===== config.mk =====
export PLATFORM = sky130hd
export DESIGN_NAME = cascade_irq_ctrl
export DESIGN_NICKNAME = d
export VERILOG_FILES = /design/src/rtl/cirq_pkg.sv /design/src/rtl/cirq_sync.sv /design/src/rtl/cirq_prio_enc.sv /design/src/rtl/cirq_level_sel.sv /design/src/rtl/cascade_irq_ctrl.sv
export SDC_FILE = /design/constraint.sdc
export NUM_CORES = 1
export LEC_CHECK = 0
export BUFFER_PORTS_ARGS = -buffer_cell sky130_fd_sc_hd__buf_2
export CORE_MARGIN = 4
export CORE_UTILIZATION = 40
export DETAILED_ROUTE_END_ITERATION = 10
export PLACE_DENSITY = 0.7
export REMOVE_ABC_BUFFERS = 1
export SLEW_MARGIN = 10
export SYNTH_ARGS = -nofsm -noshare
export SYNTH_HDL_FRONTEND = slang
export SYNTH_SLANG_ARGS = --single-unit

===== constraint.sdc =====
create_clock -name clk -period 1.91 [get_ports clk]
set_input_delay 0.191 -clock clk [delete_from_list [all_inputs] [get_ports clk]]
set_output_delay 0.191 -clock clk [all_outputs]
set_load 0.01 [all_outputs]

===== src/rtl/cirq_pkg.sv =====
package cirq_pkg;
    localparam logic [3:0] A_L0_STAT   = 4'd0;
    localparam logic [3:0] A_L0_MASK   = 4'd1;
    localparam logic [3:0] A_L1_STAT   = 4'd2;
    localparam logic [3:0] A_L1_MASK   = 4'd3;
    localparam logic [3:0] A_MAP_STAT  = 4'd4;
    localparam logic [3:0] A_MAP_MASK0 = 4'd5;
    localparam logic [3:0] A_MAP_MASK1 = 4'd6;
    localparam logic [3:0] A_VEC0      = 4'd7;
    localparam logic [3:0] A_VEC1      = 4'd8;

    typedef enum logic [2:0] {
        SEL_NONE   = 3'd0,
        SEL_CPUTMR = 3'd1,
        SEL_LVL0   = 3'd2,
        SEL_LVL1   = 3'd3,
        SEL_BUSERR = 3'd4,
        SEL_TMR    = 3'd5
    } cpu_sel_e;
endpackage


===== src/rtl/cirq_sync.sv =====
module cirq_sync #(
    parameter int W      = 8,
    parameter int STAGES = 2
) (
    input  logic         clk,
    input  logic         rst_n,
    input  logic [W-1:0] d_i,
    output logic [W-1:0] q_o
);
    logic [W-1:0] stage_d [STAGES];
    logic [W-1:0] stage_q [STAGES];

    always_comb begin
        stage_d[0] = d_i;
        for (int s = 1; s < STAGES; s++) begin
            stage_d[s] = stage_q[s-1];
        end
    end

    always_ff @(posedge clk or negedge rst_n) begin
        if (!rst_n) begin
            for (int s = 0; s < STAGES; s++) begin
                stage_q[s] <= '0;
            end
        end else begin
            for (int s = 0; s < STAGES; s++) begin
                stage_q[s] <= stage_d[s];
            end
        end
    end

    assign q_o = stage_q[STAGES-1];
endmodule


===== src/rtl/cirq_prio_enc.sv =====
module cirq_prio_enc #(
    parameter int N  = 8,
    parameter int IW = $clog2(N)
) (
    input  logic [N-1:0]  req_i,
    output logic          any_o,
    output logic [IW-1:0] idx_o
);
    always_comb begin
        any_o = |req_i;
        idx_o = '0;
        for (int b = 0; b < N; b++) begin
            if (req_i[b]) begin
                idx_o = IW'(b);
            end
        end
    end
endmodule


===== src/rtl/cirq_level_sel.sv =====
module cirq_level_sel #(
    parameter int N        = 8,
    parameter int CASC     = N - 1,
    parameter bit FALLBACK = 1'b0
) (
    input  logic [N-1:0] own_pend_i,
    input  logic [N-1:0] map_pend_i,
    output logic         req_o,
    output logic [N-1:0] vec_o
);
    localparam int IW      = $clog2(N);
    localparam int GRP_BIT = IW;
    localparam int VAL_BIT = N - 1;

    logic          own_any, map_any;
    logic [IW-1:0] own_idx, map_idx;
    logic [N-1:0]  miss_vec;

    cirq_prio_enc #(.N(N), .IW(IW)) u_own_enc (
        .req_i (own_pend_i),
        .any_o (own_any),
        .idx_o (own_idx)
    );

    cirq_prio_enc #(.N(N), .IW(IW)) u_map_enc (
        .req_i (map_pend_i),
        .any_o (map_any),
        .idx_o (map_idx)
    );

    generate
        if (FALLBACK) begin : g_fallback
            always_comb begin
                miss_vec          = '0;
                miss_vec[VAL_BIT] = 1'b1;
            end
        end else begin : g_silent
            assign miss_vec = '0;
        end
    endgenerate

    always_comb begin
        req_o = own_any;
        vec_o = '0;
        if (own_pend_i[CASC]) begin
            if (map_any) begin
                vec_o[VAL_BIT]  = 1'b1;
                vec_o[GRP_BIT]  = 1'b1;
                vec_o[IW-1:0]   = map_idx;
            end else begin
                vec_o = miss_vec;
            end
        end else if (own_any) begin
            vec_o[VAL_BIT] = 1'b1;
            vec_o[IW-1:0]  = own_idx;
        end
    end
endmodule


===== src/rtl/cascade_irq_ctrl.sv =====
module cascade_irq_ctrl #(
    parameter int N           = 8,
    parameter int CASC        = N - 1,
    parameter int SYNC_STAGES = 2,
    parameter int ADDR_W      = 4
) (
    input  logic              clk,
    input  logic              rst_n,
    input  logic [N-1:0]      l0_src_i,
    input  logic [N-1:0]      l1_src_i,
    input  logic [N-1:0]      map_src_i,
    input  logic              cpu_tmr_i,
    input  logic              bus_err_i,
    input  logic              tmr0_i,
    input  logic              tmr1_i,
    input  logic              reg_wr_i,
    input  logic [ADDR_W-1:0] reg_addr_i,
    input  logic [N-1:0]      reg_wdata_i,
    output logic [N-1:0]      reg_rdata_o,
    output logic              lvl0_irq_o,
    output logic              lvl1_irq_o,
    output logic              cpu_req_o,
    output logic [2:0]        cpu_sel_o
);
    import cirq_pkg::*;

    localparam int NLVL  = 2;
    localparam int SYN_W = 3 * N + 4;

    typedef struct packed {
        logic [NLVL-1:0][N-1:0] mask;
        logic [NLVL-1:0][N-1:0] mapmask;
        logic [NLVL-1:0]        casc_en;
        logic [NLVL-1:0]        lvl_irq;
        logic                   cpu_req;
        cpu_sel_e               cpu_sel;
    } state_t;

    state_t st_d, st_q;

    // synchronised sources
    logic [SYN_W-1:0] syn_in, syn_out;
    logic [N-1:0]     l0_s, l1_s, map_s;
    logic             cpu_tmr_s, bus_err_s, tmr0_s, tmr1_s;

    assign syn_in = {tmr1_i, tmr0_i, bus_err_i, cpu_tmr_i, map_src_i, l1_src_i, l0_src_i};

    cirq_sync #(.W(SYN_W), .STAGES(SYNC_STAGES)) u_sync (
        .clk   (clk),
        .rst_n (rst_n),
        .d_i   (syn_in),
        .q_o   (syn_out)
    );

    assign {tmr1_s, tmr0_s, bus_err_s, cpu_tmr_s, map_s, l1_s, l0_s} = syn_out;

    // per-level status, pending and vector
    logic [NLVL-1:0][N-1:0] own_src;
    logic [NLVL-1:0][N-1:0] stat_w;
    logic [NLVL-1:0][N-1:0] vec_w;
    logic [NLVL-1:0][N-1:0] pend_w;
    logic [NLVL-1:0]        req_w;

    assign own_src = {l1_s, l0_s};

    generate
        for (genvar l = 0; l < NLVL; l++) begin : g_lvl
            logic [N-1:0] stat_g, eff_g, mpend_g;

            always_comb begin
                stat_g       = own_src[l];
                stat_g[CASC] = |map_s;
                eff_g        = st_q.mask[l];
                eff_g[CASC]  = st_q.casc_en[l];
                mpend_g      = map_s & st_q.mapmask[l];
            end

            assign stat_w[l] = stat_g;
            assign pend_w[l] = stat_g & eff_g;

            cirq_level_sel #(.N(N), .CASC(CASC), .FALLBACK(l == 0)) u_sel (
                .own_pend_i (stat_g & eff_g),
                .map_pend_i (mpend_g),
                .req_o      (req_w[l]),
                .vec_o      (vec_w[l])
            );
        end
    endgenerate

    // next-state
    always_comb begin
        st_d = st_q;
        if (reg_wr_i) begin
            case (reg_addr_i)
                A_L0_MASK:   st_d.mask[0] = reg_wdata_i;
                A_L1_MASK:   st_d.mask[1] = reg_wdata_i;
                A_MAP_MASK0: begin
                    st_d.mapmask[0] = reg_wdata_i;
                    st_d.casc_en[0] = |reg_wdata_i;
                end
                A_MAP_MASK1: begin
                    st_d.mapmask[1] = reg_wdata_i;
                    st_d.casc_en[1] = |reg_wdata_i;
                end
                default: ;
            endcase
        end
        for (int l = 0; l < NLVL; l++) begin
            st_d.mask[l][CASC] = 1'b0;
        end

        st_d.lvl_irq = req_w;

        if (cpu_tmr_s)             st_d.cpu_sel = SEL_CPUTMR;
        else if (req_w[0])         st_d.cpu_sel = SEL_LVL0;
        else if (req_w[1])         st_d.cpu_sel = SEL_LVL1;
        else if (bus_err_s)        st_d.cpu_sel = SEL_BUSERR;
        else if (tmr0_s | tmr1_s)  st_d.cpu_sel = SEL_TMR;
        else                       st_d.cpu_sel = SEL_NONE;

        st_d.cpu_req = cpu_tmr_s | (|req_w) | bus_err_s | tmr0_s | tmr1_s;
    end

    always_ff @(posedge clk or negedge rst_n) begin
        if (!rst_n) begin
            st_q <= '0;
        end else begin
            st_q <= st_d;
        end
    end

    // read mux
    always_comb begin
        reg_rdata_o = '0;
        case (reg_addr_i)
            A_L0_STAT:   reg_rdata_o = stat_w[0];
            A_L0_MASK:   begin
                reg_rdata_o       = st_q.mask[0];
                reg_rdata_o[CASC] = st_q.casc_en[0];
            end
            A_L1_STAT:   reg_rdata_o = stat_w[1];
            A_L1_MASK:   begin
                reg_rdata_o       = st_q.mask[1];
                reg_rdata_o[CASC] = st_q.casc_en[1];
            end
            A_MAP_STAT:  reg_rdata_o = map_s;
            A_MAP_MASK0: reg_rdata_o = st_q.mapmask[0];
            A_MAP_MASK1: reg_rdata_o = st_q.mapmask[1];
            A_VEC0:      reg_rdata_o = vec_w[0];
            A_VEC1:      reg_rdata_o = vec_w[1];
            default:     reg_rdata_o = '0;
        endcase
    end

    assign lvl0_irq_o = st_q.lvl_irq[0];
    assign lvl1_irq_o = st_q.lvl_irq[1];
    assign cpu_req_o  = st_q.cpu_req;
    assign cpu_sel_o  = st_q.cpu_sel;

    // signals for the bound checker
    logic [NLVL-1:0] chk_casc_en;
    logic [N-1:0]    chk_mapmask0, chk_mapmask1, chk_mask0, chk_mask1;
    logic            chk_pend0, chk_pend1;

    assign chk_casc_en  = st_q.casc_en;
    assign chk_mapmask0 = st_q.mapmask[0];
    assign chk_mapmask1 = st_q.mapmask[1];
    assign chk_mask0    = st_q.mask[0];
    assign chk_mask1    = st_q.mask[1];
    assign chk_pend0    = |pend_w[0];
    assign chk_pend1    = |pend_w[1];
endmodule


**Yosys cells after proc, flatten, opt, wreduce, memory -nomap -nowiden**

Index checks and enable logic that the tools add are counted.

- Register bits: 94
- Bits of input ports: 43
- Output and inout port bits: 14
- Logic and storage cells: 85

- Eq/ne operators: 8
- Multiplexer cells: 45
- Bitwise operators: 9
- Reduce and logical (&&, ||, !) cells: 12

Operators by type and width:

| cell | number |
|---|---|
| 3-bit 2-to-1 mux | 31 |
| 8-bit case mux with 9 select lines | 1 |
| 8-bit OR reduction | 6 |
| 8-bit AND | 4 |
| 4-bit by 3-bit equality test with 1-bit output, second input constant | 4 |
| 16-bit OR reduction | 1 |
| 1-bit 2-to-1 mux | 11 |
| 4-bit by 2-bit equality test with 1-bit output, second input constant | 2 |
| 4-bit 2-to-1 mux | 2 |
| 2-bit AND reduction | 4 |
| 1-bit bitwise OR | 5 |
| 4-bit by 1-bit equality test with 1-bit output, second input constant | 1 |
| 4-bit equality test, second input constant | 1 |
| 4-bit zero test | 1 |

**Logic depth before layout (Yosys ltp)**

Gate-level depths: netlist of the first run.

- Depth after elaboration: 11
- Gate-level depth with buffers: 7
- Depth with buffers taken out: 5

**By module**

A second synthesis of the first run with hierarchy kept.

- Cell total of the unflattened synthesis: 344
- Area total of the unflattened synthesis: 4131.5 µm²

Modules (own cells, without submodules):

| module | instances | cells an instance | area each (µm²) | seq. area each (µm²) |
|---|---|---|---|---|
| cascade_irq_ctrl | 1 | 217 | 2294.7 | 950.9 |
| cirq_sync | 1 | 56 | 1401.3 | 1401.3 |
| cirq_prio_enc | 4 | 12 | 66.3 | 0.0 |
| cirq_level_sel (g_lvl[1].u_sel) | 1 | 12 | 92.6 | 0.0 |
| cirq_level_sel (g_lvl[0].u_sel) | 1 | 11 | 77.6 | 0.0 |

**Worst setup path after synthesis of the first run**

Ideal clock, no wire load.

- Path type: register to output
- Start: reg u_sync.stage_q (netlist bit u_sync.q_o[19])
- End: out reg_rdata_o[0]
- Arrival time: 1.792 ns
- Data required time: 1.719 ns
- Slack: -0.073 ns
- Cell stages (with the launch flop): 5
- Buffers on the path: 0
- Cell sequence: dfrtp_1 -> or4_4 -> o21ai_4 -> o22ai_1 -> a2111o_1

- Word-level cells in the longest chain between the ends: 9
- Elaborated cells on any way between the ends: 26
- Classes of those cells: 17 x mux; 4 x bitwise; 5 x reduce/logical

RTL lines:

| item | line | source |
|---|---|---|
| start, declared | cirq_sync.sv:11 | `logic [W-1:0] stage_q [STAGES];` |
| start signal, assigned by index | cirq_sync.sv:27 | `stage_q[s] <= stage_d[s];` |
| 8-bit AND | cascade_irq_ctrl.sv:75 | `mpend_g = map_s & st_q.mapmask[l];` |
| 3-bit 2-to-1 mux (5 in series) | cirq_prio_enc.sv:13 | `if (req_i[b]) begin` |
| 4-bit 2-to-1 mux | cirq_level_sel.sv:46 | `if (map_any) begin` |
| 3-bit 2-to-1 mux | cirq_level_sel.sv:45 | `if (own_pend_i[CASC]) begin` |
| 8-bit case mux with 9 select lines * | cascade_irq_ctrl.sv:135 | `case (reg_addr_i)` |
| end, declared | cascade_irq_ctrl.sv:19 | `output logic [N-1:0] reg_rdata_o,` |

Every way passes the cells marked *; elsewhere a longest branch is shown, timed or not.

**Final worst setup path of the first run**

- Start: reg u_sync.stage_q (netlist bit u_sync.q_o[16])
- End: out reg_rdata_o[0]

- Word-level cells in the longest chain between the ends: 6
- Elaborated cells on any way between the ends: 16
- Classes of those cells: 7 x mux; 4 x bitwise; 5 x reduce/logical

RTL lines:

| item | line | source |
|---|---|---|
| 8-bit OR reduction | cascade_irq_ctrl.sv:72 | `stat_g[CASC] = \|map_s;` |
| 8-bit AND | cascade_irq_ctrl.sv:82 | `.own_pend_i (stat_g & eff_g),` |
| 8-bit OR reduction | -- |  |
| 3-bit 2-to-1 mux | cirq_level_sel.sv:53 | `end else if (own_any) begin` |
| 3-bit 2-to-1 mux | cirq_level_sel.sv:45 |  |
| 8-bit case mux with 9 select lines * | cascade_irq_ctrl.sv:135 |  |

Marked as above.

==> run metrics, run 1 <==
global-route wire length before repair=15,930 µm; yosys warns=0; Final setup viols=7; Reg-to-Reg Start=u_sync.q_o[22]; min Tclk post-route=2429 ps; PD cells=924.7 nW/µm²; Startpoint Class=register; Total Nets Final=453; GRT overflow=0; RSZ-0062 raised after global routing=yes; initial antenna violation count=0; Root Buffer=clkbuf_8; worst rel slew slack=66.26%; Worst R2R Path Depth=6; Hold WC Path Type=in -> reg; via/cell ratio=5.542; initial core utilization=40.82%; Crit. End Element=output pin; P_leak=2.204 nW; total power=4.605 mW; Critical Path Fanout Max=5; Final TNS setup=-2408 ps; number of synthesized register bits=90; drt wl/cell=18.19 µm; Die Height=104.6 µm; sequential area share after synthesis=60.28%; max-cap check violation count=0; flop-to-flop setup slack=-20 ps; WHS Endpoint=chk_mapmask0[7]; core area=9153 µm²; Ports=57; routability congestion estimate=0.8978; Post-Place Cells=483; min-delay src=reg_wdata_i[7]; Layout Utilization=54.41%; DRC Markers=0; PortBufs=54; post-synthesis cell count=289; CTS tree=done; fin crit share=127.2%; Crit Path Category=reg -> out; failing checks=setup timing; Async S/R FF share, synth=100.0%; share of layout cells above drive strength 1=39.28%; Slew Viols, Final=0; vias in the first global route=3,096; worst setup margin=-519.5 ps; Hold Violations, Final=0; clk slew on worst S/H paths=90 ps; Post-synth EDFFs=0; hold path depth=2; Post-DRT Antenna Nets=0; GR Util All Layers=18.54%; row count=35; post-DP HPWL=7082 µm; DRT Pass-1 Iters=4; peak supply drop=460.9 µV; DR iter-0 viols=311; die area=10,950 µm²; clk sink count=90; Worst Path Required=1720 ps; htree depth=3; Mean Syn Cell Area=12.93 µm²; FMAX=0.4116 GHz; Post-Layout Cell Count=526; Total Wirelength=9566 µm; Arr. time, crit path=2240 ps; Area growth, synth to finish=33.29%; status=complete, but fails checks; Vias=2,915; FF-to-FF End=cpu_sel_o[2]; largest net degree at the start of global routing=41; Synth Flop Type=dfrtp_1; worst slew pin tran=502.3 ps; post-synthesis cell area=3736 µm²; CTS buffer count=9; clk_skew=9.345 ps; Worst-Skew Late Latency=350 ps; Antenna Cells=0; chip width=104.6 µm; Clock Path Buffers=2; Netlist cell types=43
-- per-layer routing --
metal / wire length [µm] / vias to the layer above / GRT usage, %
met5: 0 / - / 0
met4: 354 / 0 / 9.091
met3: 645 / 30 / 4.447
met2: 4580 / 121 / 29.52
met1: 3986 / 1432 / 23.77
li1: - / 1332 / -
-- synthesized netlist by cell type (3+ instances only) --
cell	count	share of area (%)
dfrtp_1	90	60
mux2_2	35	11
nand2_1	22	2.2
nor2_1	21	2.1
a22oi_1	15	3.0
a21oi_1	8	1.1
mux2i_1	7	1.9
nor2b_1	7	1.2
a31oi_1	6	1.0
a32o_1	5	1.3
clkbuf_1	5	0.50
nor3_1	5	0.67
and3_1	4	0.67
nand2b_1	4	0.67
nor4_1	4	0.67
a221oi_1	3	0.70
a22o_1	3	0.70
buf_2	3	0.40
mux4_2	3	1.8
nand3_1	3	0.40
-- logic make-up after synthesis --
logic type | after synthesis | share of synthesized area [%]
simple gates | 78 | 10.55
flops | 90 | 60.28
buf+inv | 11 | 1.206
mux | 45 | 14.23
compound gates | 65 | 13.73
-- report_power, final --
group          switching, mW  internal, mW
Clock                  0.669         0.602
Combinational          0.477         0.540
Sequential             0.193          2.12
-- registers in the layout (all words and copies together) (netlist names) --
name,count
lvl1_irq_o,1
chk_mask1,7
chk_mapmask0,8
chk_casc_en,2
chk_mask0,7
u_sync.stage_d,26
lvl0_irq_o,1
u_sync.q_o,26
cpu_req_o,1
cpu_sel_o,3
chk_mapmask1,8
-- worst max-delay path by stage --
stage	slack, ps	start	endpoint
after floorplan	-70	u_sync.q_o[19]	reg_rdata_o[0]
after global placement	-150	u_sync.q_o[19]	reg_rdata_o[1]
after detailed placement	-170	u_sync.q_o[19]	reg_rdata_o[1]
after CTS	-540	u_sync.q_o[16]	reg_rdata_o[0]
after global routing	-610	u_sync.q_o[22]	reg_rdata_o[0]
final	-520	u_sync.q_o[16]	reg_rdata_o[0]
-- cell usage in the layout (no fill, tap or decap), types with 3 or more instances in the layout --
cell type      Yosys  routed
dfrtp_1           90      90
buf_2              3      53
mux2_2            35      34
buf_4              0      34
dlygate4sd3_1      0      27
nand2_1           22      22
nor2_1            21      19
a22oi_1           15      15
clkbuf_8           0       9
a21oi_1            8       7
nor2b_1            7       7
mux2i_1            7       7
a31oi_1            6       6
a32o_1             5       5
and3_1             4       4
nor3_1             5       4
buf_6              0       4
nand2b_1           4       3
mux4_2             3       3
a22o_1             3       3
nor4_1             4       3
clkinv_2           0       3
-- area by class of cell --
type	instances	area [µm²]
clock buffer	9	123.9
clock inverter	7	68.82
fill	767	4173
inverter	1	3.754
multi-input combinational	188	1516
sequential	90	2252
tap	111	138.9
timing repair buffer	120	875.8
-- timing repair --
action	in CTS	in global routing
cloned	0	0
pin swaps	7	4
endpoints found under the setup margin	9	12
endpoints found under the hold margin	64	0
setup buffers	2	1
hold buffers	27	0
resized for setup	4	14
-- critical path, stage by stage, from the launching register on --
cell	delay (ps)
dfrtp_1	390
or4_4	590
o21ai_4	220
a311o_1	150
a31oi_1	50
a2111o_1	320
buf_2	160
-- stage by stage --
step	hold WS [ps]	area (µm²)	setup slack, ps
2_1_floorplan	-104.6	3695	-73.28
3_3_place_gp	193.1	4424	-146.3
3_5_place_dp	198.1	4424	-165.4
4_1_cts	101.4	4916	-541.2
5_1_grt	109.2	4980	-614.9
6_report	111.8	4980	-519.5
(Power assumes the default switching activity.)
==> run 2, diff against run 1 <==
Clock period 1.91 ns to 2 ns, I/O delays scaled along.
==> run 2 against run 1 <==
  * The run still ends with setup timing left
  * Global-route usage fell by 0.51 points
  * Register-to-register slack gained 50 ps
  * Utilization is 0.21 points higher
  * Clock power is 14% higher
  * Clock skew decreased by 2.4 ps
  * Clock-buffer cell count increased by 1
  * Largest cell class unchanged
==> run metrics, run 2 (same netlist as run 1, synthesis figures left out) <==
routability congestion estimate=0.9200; Hold Violations, Final=0; fin crit share=122.8%; total power=4.616 mW; DRT Pass-1 Iters=4; Hold WC Path Type=in -> reg; Post-DP Area=4372 µm²; worst rel slew slack=53.87%; Total Nets Final=447; die area=10,950 µm²; via/cell ratio=5.435; core area=9153 µm²; Root Buffer=clkbuf_8; clk sink count=90; peak supply drop=507.6 µV; FF-to-FF End=cpu_req_o; Area growth, synth to finish=33.79%; clk slew on worst S/H paths=80 ps; GRT overflow=0; Slew Viols, Final=0; initial antenna violation count=0; PD cells=923.5 nW/µm²; post-DP HPWL=6874 µm; Post-Place Cells=476; GR Util All Layers=18.03%; initial core utilization=40.82%; Min Hold Slack=115.7 ps; Reg-to-Reg Start=u_sync.q_o[17]; htree depth=3; CTS tree=done; min-delay src=reg_wdata_i[7]; min Tclk post-route=2457 ps; PortBufs=54; Arr. time, crit path=2260 ps; pre-CTS WS=-87.79 ps; Worst Path Required=1800 ps; DR iter-0 viols=194; chip width=104.6 µm; Worst-Skew Late Latency=360 ps; Post-Layout Cell Count=520; Finished Cell Area=4999 µm²; Antenna Cells=0; Post-DRT Antenna Nets=0; vias in the first global route=2,846; met3 WL=614 µm; Die Height=104.6 µm; Clock Path Buffers=2; Final setup viols=5; CTS buffer count=9; share of layout cells above drive strength 1=39.36%; row count=35; flop-to-flop setup slack=30 ps; WHS Endpoint=chk_mapmask0[7]; largest net degree at the start of global routing=45; Startpoint Class=register; Max Used Layer=met4; failing checks=setup timing; FMAX=0.4070 GHz; Ports=57; Routed met1 length=3978 µm; Worst R2R Path Depth=7; P_leak=2.189 nW; DRC Markers=0; clk_skew=6.907 ps; global-route wire length before repair=15,180 µm; status=complete, but fails checks; RSZ-0062 raised after global routing=yes; worst setup margin=-456.9 ps; Total Wirelength=9388 µm; hold path depth=2; max-cap check violation count=0; drt wl/cell=18.05 µm; Vias=2,826; Met2 Routed Length=4535 µm; Crit. End Element=output pin; Critical Path Fanout Max=5; most common cell after layout, fill and taps aside=dfrtp_1; worst slew pin tran=685.6 ps; CP startpoint=u_sync.q_o[20]; Crit Path Category=reg -> out; most frequent cells in the layout=90 x dfrtp_1, 52 x buf_2, 35 x mux2_2, 30 x buf_4, 27 x dlygate4sd3_1
run 2: stage by stage:
| stage | util [%] | setup TNS (ps) |
|---|---|---|
| floorplan | - | 0 |
| global placement | 47.76 | -168.3 |
| detailed placement | 47.76 | -211.6 |
| CTS | 53.55 | -2192 |
| global route | 54.61 | -2487 |
| finish | 54.61 | -2014 |
run 2: how the worst max path moves through the flow:
stage	to	slack (ps)	cells after the start
global route	reg_rdata_o[0]	-510	6
CTS	reg_rdata_o[2]	-470	6
finish	reg_rdata_o[0]	-460	6
global placement	reg_rdata_o[0]	-80	5
floorplan	reg_rdata_o[0]	8	4
detailed placement	reg_rdata_o[0]	-90	5
run 2: critical path, cell delays in order, from the launching register on:
cell	delay (ps)
dfrtp_1	390
or4_4	600
o21ai_4	230
a311o_1	160
a31oi_1	50
a2111o_1	320
buf_2	150
run 2: timing repair:
item	CTS	global route
gates cloned	0	0
endpoints found under the setup margin	6	11
gates resized for setup	3	18
hold buffers	27	0
setup buffers	0	1
pin swaps	6	7
endpoints found under the hold margin	51	0
run 2: cell type report:
class / instances / area (µm²)
Clock inverter: 6 / 113.9
Clock buffer: 10 / 127.6
Multi-Input combinational cell: 188 / 1533
Fill cell: 764 / 4154
Tap cell: 111 / 138.9
Sequential cell: 90 / 2252
Timing Repair Buffer: 114 / 829.5
Inverter: 1 / 3.754
run 2: per-layer routing:
layer / vias up / track usage (%)
met2: 90 / 28.87
met3: 22 / 4.632
li1: 1318 / -
met5: - / 0
met1: 1396 / 23.15
met4: 0 / 7.966
run 2: power by group:
part | switching, mW | internal, mW | total (mW)
combinational | 0.443 | 0.495 | 0.938
clock | 0.621 | 0.834 | 1.45
sequential | 0.196 | 2.03 | 2.22
total | 1.26 | 3.36 | 4.62
